--- src/rtl/pst_pkg.sv ---
package pst_pkg;
  typedef enum logic [3:0] {
    A_CTRL     = 4'd0,
    A_DIV      = 4'd1,
    A_TOP      = 4'd2,
    A_CMPA     = 4'd3,
    A_CMPB     = 4'd4,
    A_REQEN    = 4'd5,
    A_FORCE    = 4'd6,
    A_FLAGCLR  = 4'd7,
    A_SLOTTOP  = 4'd8,
    A_SLOTCTRL = 4'd9
  } reg_addr_e;

  localparam int EV_A   = 0;
  localparam int EV_B   = 1;
  localparam int EV_UPD = 2;
  localparam int NUM_EV = 3;

  localparam int CTL_RUN   = 0;
  localparam int CTL_QUIET = 1;
  localparam int CTL_GATED = 2;
  localparam int CTL_W     = 3;
endpackage

--- src/rtl/pst_timebase.sv ---
module pst_timebase #(
  parameter int CNT_W = 16,
  parameter int DIV_W = 16
) (
  input  logic             clk,
  input  logic             rst_n,
  input  logic             run_i,
  input  logic             force_i,
  input  logic [DIV_W-1:0] div_pre_i,
  input  logic [CNT_W-1:0] top_i,
  input  logic [CNT_W-1:0] cmp_a_i,
  input  logic [CNT_W-1:0] cmp_b_i,
  output logic [CNT_W-1:0] cnt_o,
  output logic             wrap_o,
  output logic             hit_a_o,
  output logic             hit_b_o
);
  logic [DIV_W-1:0] psc_q, psc_d, div_q, div_d;
  logic [CNT_W-1:0] cnt_q, cnt_d;
  logic             tick, wrap;
  logic             psc_en, cnt_en, div_en;

  always_comb begin
    tick   = run_i && !force_i && (psc_q >= div_q);
    wrap   = tick && (cnt_q >= top_i);
    psc_d  = psc_q;
    cnt_d  = cnt_q;
    div_d  = div_q;
    psc_en = 1'b0;
    cnt_en = 1'b0;
    div_en = 1'b0;
    if (force_i) begin
      psc_d  = '0;
      cnt_d  = '0;
      div_d  = div_pre_i;
      psc_en = 1'b1;
      cnt_en = 1'b1;
      div_en = 1'b1;
    end else if (run_i) begin
      psc_en = 1'b1;
      psc_d  = tick ? '0 : psc_q + 1'b1;
      if (tick) begin
        cnt_en = 1'b1;
        cnt_d  = wrap ? '0 : cnt_q + 1'b1;
      end
      if (wrap) begin
        div_en = 1'b1;
        div_d  = div_pre_i;
      end
    end
  end

  always_ff @(posedge clk or negedge rst_n) begin
    if (!rst_n) begin
      psc_q <= '0;
      cnt_q <= '0;
      div_q <= '0;
    end else begin
      if (psc_en) psc_q <= psc_d;
      if (cnt_en) cnt_q <= cnt_d;
      if (div_en) div_q <= div_d;
    end
  end

  assign cnt_o   = cnt_q;
  assign wrap_o  = wrap;
  assign hit_a_o = tick && (cnt_d == cmp_a_i);
  assign hit_b_o = tick && (cnt_d == cmp_b_i);

  p_div_hold_r3: assert property (@(posedge clk) disable iff (!rst_n)
    !(force_i || wrap) |=> $stable(div_q));
  p_frozen_r6: assert property (@(posedge clk) disable iff (!rst_n)
    (!run_i && !force_i) |=> $stable(cnt_q));
  p_force_zero_r4: assert property (@(posedge clk) disable iff (!rst_n)
    force_i |=> (cnt_q == '0 && psc_q == '0));
endmodule

--- src/rtl/pst_evt_latch.sv ---
module pst_evt_latch (
  input  logic clk,
  input  logic rst_n,
  input  logic set_i,
  input  logic req_en_i,
  input  logic clr_i,
  input  logic ack_i,
  output logic flag_o,
  output logic req_o
);
  logic flag_q, flag_d, req_q, req_d;

  always_comb begin
    flag_d = flag_q;
    if (set_i)      flag_d = 1'b1;
    else if (clr_i) flag_d = 1'b0;
    req_d = req_q;
    if (set_i && req_en_i) req_d = 1'b1;
    else if (ack_i)        req_d = 1'b0;
  end

  always_ff @(posedge clk or negedge rst_n) begin
    if (!rst_n) begin
      flag_q <= 1'b0;
      req_q  <= 1'b0;
    end else begin
      flag_q <= flag_d;
      req_q  <= req_d;
    end
  end

  assign flag_o = flag_q;
  assign req_o  = req_q;

  p_ack_clear_r7: assert property (@(posedge clk) disable iff (!rst_n)
    (ack_i && !set_i) |=> !req_q);
  p_no_req_wo_en_r8: assert property (@(posedge clk) disable iff (!rst_n)
    (!req_q && !(set_i && req_en_i)) |=> !req_q);
  p_clear_r11: assert property (@(posedge clk) disable iff (!rst_n)
    (clr_i && !set_i) |=> !flag_q);
endmodule

--- src/rtl/pst_slot_ctr.sv ---
module pst_slot_ctr #(
  parameter int SLOT_W = 8
) (
  input  logic              clk,
  input  logic              rst_n,
  input  logic              cfg_wr_i,
  input  logic              cfg_en_i,
  input  logic              cfg_one_shot_i,
  input  logic [SLOT_W-1:0] top_i,
  input  logic              step_i,
  output logic [SLOT_W-1:0] slot_o,
  output logic              en_o
);
  logic [SLOT_W-1:0] slot_q, slot_d;
  logic              en_q, en_d, os_q, os_d;
  logic              last;

  always_comb begin
    last   = step_i && en_q && (slot_q >= top_i);
    slot_d = slot_q;
    en_d   = en_q;
    os_d   = os_q;
    if (cfg_wr_i) begin
      slot_d = '0;
      en_d   = cfg_en_i;
      os_d   = cfg_one_shot_i;
    end else if (step_i && en_q) begin
      slot_d = last ? '0 : slot_q + 1'b1;
      if (last && os_q) en_d = 1'b0;
    end
  end

  always_ff @(posedge clk or negedge rst_n) begin
    if (!rst_n) begin
      slot_q <= '0;
      en_q   <= 1'b0;
      os_q   <= 1'b0;
    end else begin
      slot_q <= slot_d;
      en_q   <= en_d;
      os_q   <= os_d;
    end
  end

  assign slot_o = slot_q;
  assign en_o   = en_q;

  p_oneshot_stop_r9: assert property (@(posedge clk) disable iff (!rst_n)
    (!cfg_wr_i && os_q && en_q && step_i && slot_q == top_i) |=> (!en_q && slot_q == '0));
  p_idle_hold_r9: assert property (@(posedge clk) disable iff (!rst_n)
    (!cfg_wr_i && !(step_i && en_q)) |=> $stable(slot_q));
endmodule

--- src/rtl/pulse_slot_timer.sv ---
module pulse_slot_timer
  import pst_pkg::*;
#(
  parameter int DATA_W = 16,
  parameter int CNT_W  = 16,
  parameter int DIV_W  = 16,
  parameter int SLOT_W = 8,
  parameter int ADDR_W = 4
) (
  input  logic              clk,
  input  logic              rst_n,
  input  logic              wr_en,
  input  logic [ADDR_W-1:0] wr_addr,
  input  logic [DATA_W-1:0] wr_data,
  input  logic [NUM_EV-1:0] ack_i,
  output logic [CNT_W-1:0]  cnt_o,
  output logic [SLOT_W-1:0] slot_o,
  output logic              slot_en_o,
  output logic [NUM_EV-1:0] flag_o,
  output logic [NUM_EV-1:0] req_o
);
  logic [CTL_W-1:0]  ctrl_q;
  logic [DIV_W-1:0]  div_pre_q;
  logic [CNT_W-1:0]  top_q, cmp_a_q, cmp_b_q;
  logic [NUM_EV-1:0] req_en_q;
  logic [SLOT_W-1:0] slot_top_q;

  logic              sel_ctrl, sel_div, sel_top, sel_cmpa, sel_cmpb;
  logic              sel_reqen, sel_slottop, sel_slotctrl;
  logic              force_upd, run_eff, wrap, hit_a, hit_b, slot_en;
  logic [NUM_EV-1:0] ev_set, flag_clr;

  always_comb begin
    sel_ctrl     = wr_en && (wr_addr == A_CTRL);
    sel_div      = wr_en && (wr_addr == A_DIV);
    sel_top      = wr_en && (wr_addr == A_TOP);
    sel_cmpa     = wr_en && (wr_addr == A_CMPA);
    sel_cmpb     = wr_en && (wr_addr == A_CMPB);
    sel_reqen    = wr_en && (wr_addr == A_REQEN);
    sel_slottop  = wr_en && (wr_addr == A_SLOTTOP);
    sel_slotctrl = wr_en && (wr_addr == A_SLOTCTRL);
    force_upd    = wr_en && (wr_addr == A_FORCE) && wr_data[0];
    flag_clr     = (wr_en && (wr_addr == A_FLAGCLR)) ? wr_data[NUM_EV-1:0] : '0;
    run_eff      = ctrl_q[CTL_RUN] && (!ctrl_q[CTL_GATED] || slot_en);
    ev_set[EV_A]   = hit_a;
    ev_set[EV_B]   = hit_b;
    ev_set[EV_UPD] = wrap || (force_upd && !ctrl_q[CTL_QUIET]);
  end

  always_ff @(posedge clk or negedge rst_n) begin
    if (!rst_n) begin
      ctrl_q     <= '0;
      div_pre_q  <= '0;
      top_q      <= '0;
      cmp_a_q    <= '0;
      cmp_b_q    <= '0;
      req_en_q   <= '0;
      slot_top_q <= '0;
    end else begin
      if (sel_ctrl)    ctrl_q     <= wr_data[CTL_W-1:0];
      if (sel_div)     div_pre_q  <= wr_data[DIV_W-1:0];
      if (sel_top)     top_q      <= wr_data[CNT_W-1:0];
      if (sel_cmpa)    cmp_a_q    <= wr_data[CNT_W-1:0];
      if (sel_cmpb)    cmp_b_q    <= wr_data[CNT_W-1:0];
      if (sel_reqen)   req_en_q   <= wr_data[NUM_EV-1:0];
      if (sel_slottop) slot_top_q <= wr_data[SLOT_W-1:0];
    end
  end

  pst_timebase #(.CNT_W(CNT_W), .DIV_W(DIV_W)) u_tb (
    .clk       (clk),
    .rst_n     (rst_n),
    .run_i     (run_eff),
    .force_i   (force_upd),
    .div_pre_i (div_pre_q),
    .top_i     (top_q),
    .cmp_a_i   (cmp_a_q),
    .cmp_b_i   (cmp_b_q),
    .cnt_o     (cnt_o),
    .wrap_o    (wrap),
    .hit_a_o   (hit_a),
    .hit_b_o   (hit_b)
  );

  for (genvar e = 0; e < NUM_EV; e++) begin : g_evt
    pst_evt_latch u_lat (
      .clk      (clk),
      .rst_n    (rst_n),
      .set_i    (ev_set[e]),
      .req_en_i (req_en_q[e]),
      .clr_i    (flag_clr[e]),
      .ack_i    (ack_i[e]),
      .flag_o   (flag_o[e]),
      .req_o    (req_o[e])
    );
  end

  pst_slot_ctr #(.SLOT_W(SLOT_W)) u_slot (
    .clk            (clk),
    .rst_n          (rst_n),
    .cfg_wr_i       (sel_slotctrl),
    .cfg_en_i       (wr_data[0]),
    .cfg_one_shot_i (wr_data[1]),
    .top_i          (slot_top_q),
    .step_i         (wrap),
    .slot_o         (slot_o),
    .en_o           (slot_en)
  );

  assign slot_en_o = slot_en;

  p_gate_freeze_r10: assert property (@(posedge clk) disable iff (!rst_n)
    (ctrl_q[CTL_GATED] && !slot_en && !force_upd) |=> $stable(cnt_o));
  p_quiet_force_r4: assert property (@(posedge clk) disable iff (!rst_n)
    (force_upd && ctrl_q[CTL_QUIET] && !flag_o[EV_UPD] && !flag_clr[EV_UPD]) |=> !flag_o[EV_UPD]);
endmodule

--- config.mk ---
export PLATFORM = sky130hd
export DESIGN_NAME = pulse_slot_timer
export DESIGN_NICKNAME = d
export VERILOG_FILES = /design/src/rtl/pst_pkg.sv /design/src/rtl/pst_timebase.sv /design/src/rtl/pst_evt_latch.sv /design/src/rtl/pst_slot_ctr.sv /design/src/rtl/pulse_slot_timer.sv
export SDC_FILE = /design/constraint.sdc
export NUM_CORES = 1
export LEC_CHECK = 0
export CORE_UTILIZATION = 25
export DETAILED_ROUTE_END_ITERATION = 7
export DONT_BUFFER_PORTS = 1
export GPL_TIMING_DRIVEN = 0
export HOLD_SLACK_MARGIN = 0.08
export PLACE_DENSITY = 0.35
export SETUP_SLACK_MARGIN = 0.2
export SLEW_MARGIN = 20
export SYNTH_ARGS = -nofsm -noshare
export SYNTH_HDL_FRONTEND = slang
export SYNTH_SLANG_ARGS = --single-unit
--- constraint.sdc ---
create_clock -name clk -period 3.38 [get_ports clk]
set_clock_uncertainty 0.1 [all_clocks]
set_input_delay 0.169 -clock clk [delete_from_list [all_inputs] [get_ports clk]]
set_output_delay 0.169 -clock clk [all_outputs]
set_load 0.03 [all_outputs]
==> results of run 1 <==
[report_power, final]
part           switching, mW  total [mW]  internal [mW]  leakage (nW)
registers              0.621        2.71           2.09          1.81
clock network          0.814        1.79          0.973         0.246
logic                   1.47        2.51           1.05          2.46
[sequential cells by signal (all words and copies together) (netlist names)]
name                cells
u_tb.div_q             16
u_tb.psc_q             16
cmp_a_q                16
slot_top_q              8
u_slot.en_o             1
ctrl_q                  3
u_slot.slot_o           8
g_evt.u_lat.req_o       3
top_q                  16
u_tb.cnt_o             16
g_evt.u_lat.flag_o      3
u_slot.os_q             1
req_en_q                3
cmp_b_q                16
div_pre_q              16
[cells by family (layout without fill, tap and decap cells)]
group,Yosys count,in the layout
xor gates and xnor gates,17,17
adders and majority gates,43,43
buffers and inverters,105,180
muxes,73,73
and+or+nand+nor,311,311
other,0,1
DFF,142,142
AOI/OAI and AO/OA,232,232
[placed cells by master, fill, tap and decap left out, drive strengths merged, types with 15 or more instances in the layout]
cell	n
a21oi	54
and3	18
ha	43
mux2	65
inv	61
o21ai	75
nand3	27
nor3	20
nand4	17
nor2	61
nor4	15
buf	41
dlygate4sd3	28
nand2	88
clkbuf	40
dfrtp	142
nand2b	15
[per-layer routing]
metal,up-vias,global-route usage,wire length [um]
met4,0,0.0738,978
met5,-,0,0
li1,3493,-,-
met1,3718,0.281,16800
met3,61,0.0462,1840
met2,242,0.283,14300
[per-stage QoR]
| stage | area [um^2] | cells | power [mW] | utilization | setup slack, ps |
|---|---|---|---|---|---|
| 6_report | 10700 | 1454 | 7.01 | 0.310 | -548 |
| 5_1_grt | 10700 | 1453 | 7.42 | 0.310 | -538 |
| 4_1_cts | 10600 | 1452 | 7.02 | 0.308 | -476 |
| 3_5_place_dp | 9300 | 1378 | 4.87 | 0.270 | -1430 |
| 3_3_place_gp | 9300 | 1378 | 4.88 | 0.270 | -1510 |
| 2_1_floorplan | 8730 | 923 | 4.05 | - | 236 |
[layout make-up]
class	count	area (um^2)
multi-input combinational	676	5030
fill	3680	23800
buffer	46	299
inverter	59	221
antenna	1	2.50
sequential	142	3560
timing repair buffer	44	450
tap	455	569
clock buffer	19	453
clock inverter	12	88.8
[how the worst max path moves through the flow]
| stage | endpoint | slack [ps] | from | cells after the start |
|---|---|---|---|---|
| global route | g_evt[1].u_lat.req_o | -540 | u_tb.cnt_o[4] | 13 |
| global placement | g_evt[0].u_lat.req_o | -1510 | u_tb.cnt_o[4] | 12 |
| floorplan | g_evt[1].u_lat.req_o | 240 | u_tb.cnt_o[4] | 12 |
| finish | g_evt[1].u_lat.req_o | -550 | u_tb.cnt_o[4] | 12 |
| CTS | g_evt[1].u_lat.req_o | -480 | u_tb.cnt_o[4] | 13 |
| detailed placement | u_tb.div_q[7] | -1430 | u_tb.cnt_o[4] | 10 |
[timing repair]
action	4_1_cts	5_1_grt
hold endpoints to repair	228	142
gates resized for setup	87	21
cloned	1	0
setup endpoints to repair	47	41
pin swaps	19	4
buffers inserted	14	1
==> results.txt, run 1 <==
Worst-path cell chain: ha_4, o21a_1, o211ai_1, a2111o_1, o21ai_4, buf_6, clkbuf_8, o21ai_0, a31oi_1, nor3_2, nand3_2, o41ai_2
Post-synth EDFFs: 0
Combinational family with the most area after synthesis: simple AND/OR/NAND/NOR gates
Min-Delay Path Class: in -> async
Setup Viol. Count Final: 14
FF-to-FF Start: u_tb.cnt_o[4]
Fin. Hold Viols: 142
Post-route DRC violation count: 0
Cell Pwr Density: 656 nW/um^2
Fraction of synthesized area in multiplexers: 0.0930
Final worst slack: -548 ps
Fin Hold WS: -676 ps
Synth area leaders: dfrtp_1 41%, mux2_2 8.4%, ha_1 6.2%
Syn_nets: 992
DPL Wire Length: 24.1 mm
First-pass GRT wire length: 51.0 mm
CTS sink cnt: 142
Setup crit end kind: flop
Rows: 68
Area Overhead vs Synth: 22.3%
Synth Area in XOR/XNOR: 0.0171
Yosys top cell area share: 0.407
Synth Area per Inst: 9.46 um^2
Initial antenna violation count: 2
Failing checks: hold timing, setup timing
Post-synth ARST share: 1.00
Critical path type: reg -> reg
CTS Hold Bufs: 28
Die height: 189 um
# IOs: 57
Slew margin rel.: 0.365
Routed len/inst: 23.4 um
Largest net degree at the start of global routing: 143
VDD IR max: 0.000382 V
Post-Syn Instances: 923
Initial DRC count: 481
Startpoint Class: flop
Critical Path AT: 4180 ps
Tightest Pin Transition: 952 ps
RSZ-0062 raised after global routing: yes
Post-Synth Simple-Gate Area: 0.186
Number of port buffers: 0
Initial Util: 0.253
Crit path max-delay family: compound AO/OA/AOI/OAI gates
CTS Buf Count: 17
Synth Area in Adders: 0.0616
Distinct cells, synth: 90
Die area: 35700 um^2
Post-Synthesis Cell Area: 8730 um^2
Most instantiated cells after synthesis: 142 x dfrtp_1, 87 x nand2_1, 70 x o21ai_0
Die width: 189 um
# H-tree levels: 4
P_leak: 4.52 nW
Max Cap Violations: 0
GR Overflow Total: 0
DR pass1 iterations: 5
Capture point of the worst reg-to-reg path: g_evt[1].u_lat.req_o
Critical Path Max Stage Delay: 610 ps
WP buf/inv: 2
CTS tree: yes
Yosys top cell by area: dfrtp_1
Status: finished with violations
Clk pin slew, worst setup/hold paths: 70 ps
Final ANT Viol Nets: 0
Worst Reg-to-Reg Cells: 12
Number of synthesized register bits: 142
Most frequent cell after synthesis: dfrtp_1
CTS max path bufs: 2
Worst-Skew Late Latency: 450 ps
Crit-path slowest cell: dfrtp_4
Drt via density: 5.17
Ratio of final minimum period to clock period: 1.16
Top_reg_cell synth: dfrtp_1
Synth Area in Compound Gates: 0.182
Clock root cell: clkbuf_16
Total track usage: 0.196
Flop-to-flop setup slack: -550 ps
Final Max Tran Viols: 0
Worst path required time: 3630 ps
CORE AREA: 34500 um^2
WL final: 34.0 mm
Register area share after synthesis: 0.407
Fin nets: 1055
RD Place Congestion: 0.956
Fin crit period: 3930 ps
Share of cells above drive strength 1: 0.219
Vias in the first global route: 7546
Max Clock Freq: 255 MHz
Yosys warns: 0
Vias: 7514
CP Max Fanout: 10
Setup TNS: -2540 ps
(Power assumes the default switching activity.)
==> run 2: changes to the inputs <==
--- a/config.mk
+++ b/config.mk
@@ -6,6 +6,7 @@
 export NUM_CORES = 1
 export LEC_CHECK = 0
 export CORE_UTILIZATION = 25
+export CTS_BUF_LIST = sky130_fd_sc_hd__clkbuf_2 sky130_fd_sc_hd__clkbuf_4 sky130_fd_sc_hd__clkbuf_8
 export DETAILED_ROUTE_END_ITERATION = 7
 export DONT_BUFFER_PORTS = 1
 export GPL_TIMING_DRIVEN = 0
==> run 2 against run 1 <==
Die area is the same. Sequential share of layout area grew 0.41 points. Clock power shrank 28%. Cell count grew 0.28%. Combinational power is essentially flat. The flow still finishes with violations (hold timing, setup timing). Critical path type unchanged. Count of clock-buffer cells in the layout is the same. Worst hold slack lost 49 ps. Global-route usage shrank 0.095 points. Non-clock buffer count grew 4.
==> results.txt, run 2 (same netlist as run 1, synthesis figures left out) <==
CTS Buf Count: 17 (unchanged)
P_leak: 4.45 nW (-1.6%)
Fin crit period: 3920 ps (-4.25 ps)
Startpoint Class: flop
Setup Viol. Count Final: 9 (-5)
Share of cells above drive strength 1: 0.225 (+0.00511)
Die area: 35700 um^2 (unchanged)
Final Max Tran Viols: 0 (unchanged)
Dpl ws: -1430 ps (unchanged)
CTS tree: yes
Worst path required time: 3670 ps (+40 ps)
Final core utilization: 0.306 (-0.00363)
CTS sink cnt: 142 (unchanged)
Critical Path AT: 4220 ps (+40 ps)
Die height: 189 um (unchanged)
CORE AREA: 34500 um^2 (unchanged)
Post-route DRC violation count: 0 (unchanged)
Max Clock Freq: 255 MHz (+0.11%)
CP Max Fanout: 8 (-2)
Number of port buffers: 0 (unchanged)
Largest net degree at the start of global routing: 143 (unchanged)
RSZ-0062 raised after global routing: yes
DPL Wire Length: 24.1 mm (unchanged)
VDD IR max: 0.000256 V (-33%)
Initial antenna violation count: 1 (-1)
Most used cell along the critical path: buf_6
Final ANT Viol Nets: 0 (unchanged)
WP buf/inv: 3 (+1)
First-pass GRT wire length: 50.8 mm (-0.30%)
Ratio of final minimum period to clock period: 1.16 (-0.00126)
Max Cap Violations: 0 (unchanged)
Layout Cell Area excl Fill: 10600 um^2 (-1.2%)
CTS Hold Bufs: 29 (+3.6%)
Initial DRC count: 596 (+24%)
Vias in the first global route: 7529 (-0.23%)
Fin. Hold Viols: 142 (unchanged)
Drt via density: 5.18 (+0.24%)
M1 WL: 16.6 mm (-1.3%)
Rows: 68 (unchanged)
GR Overflow Total: 0 (unchanged)
# H-tree levels: 4 (unchanged)
Clk pin slew, worst setup/hold paths: 90 ps (+20 ps)
Worst-Skew Late Latency: 490 ps (+40 ps)
Die width: 189 um (unchanged)
Min-Delay Path Class: in -> async
Highest metal used: met4
Commonest non-fill, non-tap cell in the layout: dfrtp_1
Initial Util: 0.253 (unchanged)
CTS max path bufs: 2 (unchanged)
Clock root cell: clkbuf_8
Critical Path Max Stage Delay: 620 ps (about the same)
Crit path max-delay family: compound AO/OA/AOI/OAI gates
Total track usage: 0.195 (-0.000951)
Critical path type: reg -> reg
Status: finished with violations
Cell Pwr Density: 618 nW/um^2 (-5.8%)
Failing checks: hold timing, setup timing
Tightest Pin Transition: 908 ps (-44.8 ps)
Fin Hold WS: -725 ps (-49.0 ps)
Commonest cells after routing, fill and taps aside: 134 x dfrtp_1, 86 x nand2_1, 62 x o21ai_0, 59 x inv_1, 54 x nor2_1
Area Overhead vs Synth: 20.9%
Setup crit end kind: flop
Vias: 7553 (+0.52%)
WL final: 33.9 mm (-0.26%)
Slew margin rel.: 0.393 (+0.0281)
Crit-path slowest cell: dfrtp_4
DR pass1 iterations: 5 (unchanged)
Routed len/inst: 23.2 um (-0.54%)
RD Place Congestion: 0.956 (unchanged)
Worst-path cell chain: ha_4, o21a_1, o211ai_1, a2111o_1, o21ai_4, buf_6, buf_8, nor3_2, a221o_1, a2111oi_4, nand4_1, buf_6, o41ai_2
Final worst slack: -543 ps (+4.25 ps)
Metal3 WL: 2.07 mm (+13%)
# IOs: 57 (unchanged)
Fin nets: 1059 (+0.38%)
DP Area: 9300 um^2 (unchanged)
Routed length on met2: 14.4 mm (+0.48%)
## run 2: cell types whose count changed in the layout (fill, tap and decap cells not counted), moves of 2 or more
cell / change
mux2i_2: +2
buf_6: -2
buf_4: +3
mux2i_1: -2
clkbuf_8: +17
buf_12: +2
clkbuf_16: -17
## run 2: path summary, 6_finish.rpt
| path | start | slack, ps | to | depth (start not counted) |
|---|---|---|---|---|
| min in group clk | wr_addr[0] | 210 | req_en_q[2] | 3 |
| max in group asynchronous | rst_n | 3690 | u_tb.cnt_o[7] | 0 |
| min reg2reg | div_pre_q[0] | 390 | div_pre_q[0] | 2 |
| min | rst_n | -720 | u_tb.div_q[11] | 0 |
| max | u_tb.cnt_o[4] | -540 | g_evt[1].u_lat.req_o | 13 |
| max reg2reg | u_tb.cnt_o[4] | -540 | g_evt[1].u_lat.req_o | 13 |
## run 2: layer usage
| metal | vias up | global-route usage |
|---|---|---|
| met5 | - | 0 |
| li1 | 3507 | - |
| met2 | 270 | 0.281 |
| met4 | 0 | 0.0713 |
| met1 | 3732 | 0.281 |
| met3 | 44 | 0.0469 |
## run 2: report_power, final
group,total [mW],switching (mW),internal (mW)
Clock,1.28,0.741,0.542
Sequential,2.71,0.622,2.09
Combinational,2.53,1.47,1.06
Total,6.53,2.83,3.69
## run 2: final cells by class
type | instances | area [um^2]
Antenna cell | 1 | 2.50
Buffer | 46 | 299
Clock buffer | 19 | 262
Clock inverter | 12 | 88.8
Fill cell | 3681 | 23900
Inverter | 59 | 221
Multi-Input combinational cell | 676 | 5040
Sequential cell | 142 | 3570
Tap cell | 455 | 569
Timing Repair Buffer | 48 | 500
## run 2: timing repair
item,in CTS,in global routing
cloned,1,0
setup buffers,13,5
gates resized for setup,93,19
setup endpoints to repair,47,44
pin swaps,19,6
endpoints found under the hold margin,228,142
## run 2: through the flow
step	TNS, ps	hold slack, ps	std cells	power [mW]
CTS	-1650	-767	1452	6.54
detailed placement	-36140	-215	1378	4.87
global route	-1940	-783	1457	6.94
finish	-1970	-725	1458	6.53
floorplan	0	-227	923	4.05
global placement	-37140	-215	1378	4.88
## run 2: worst reg2reg max path, stage by stage, from the launching register on
cell       delay, ps
dfrtp_4          620
ha_4             310
o21a_1           100
o211ai_1         250
a2111o_1         590
o21ai_4          200
buf_6            160
buf_8            130
nor3_2            40
a221o_1          370
a2111oi_4        390
nand4_1          150
buf_6            170
o41ai_2          260
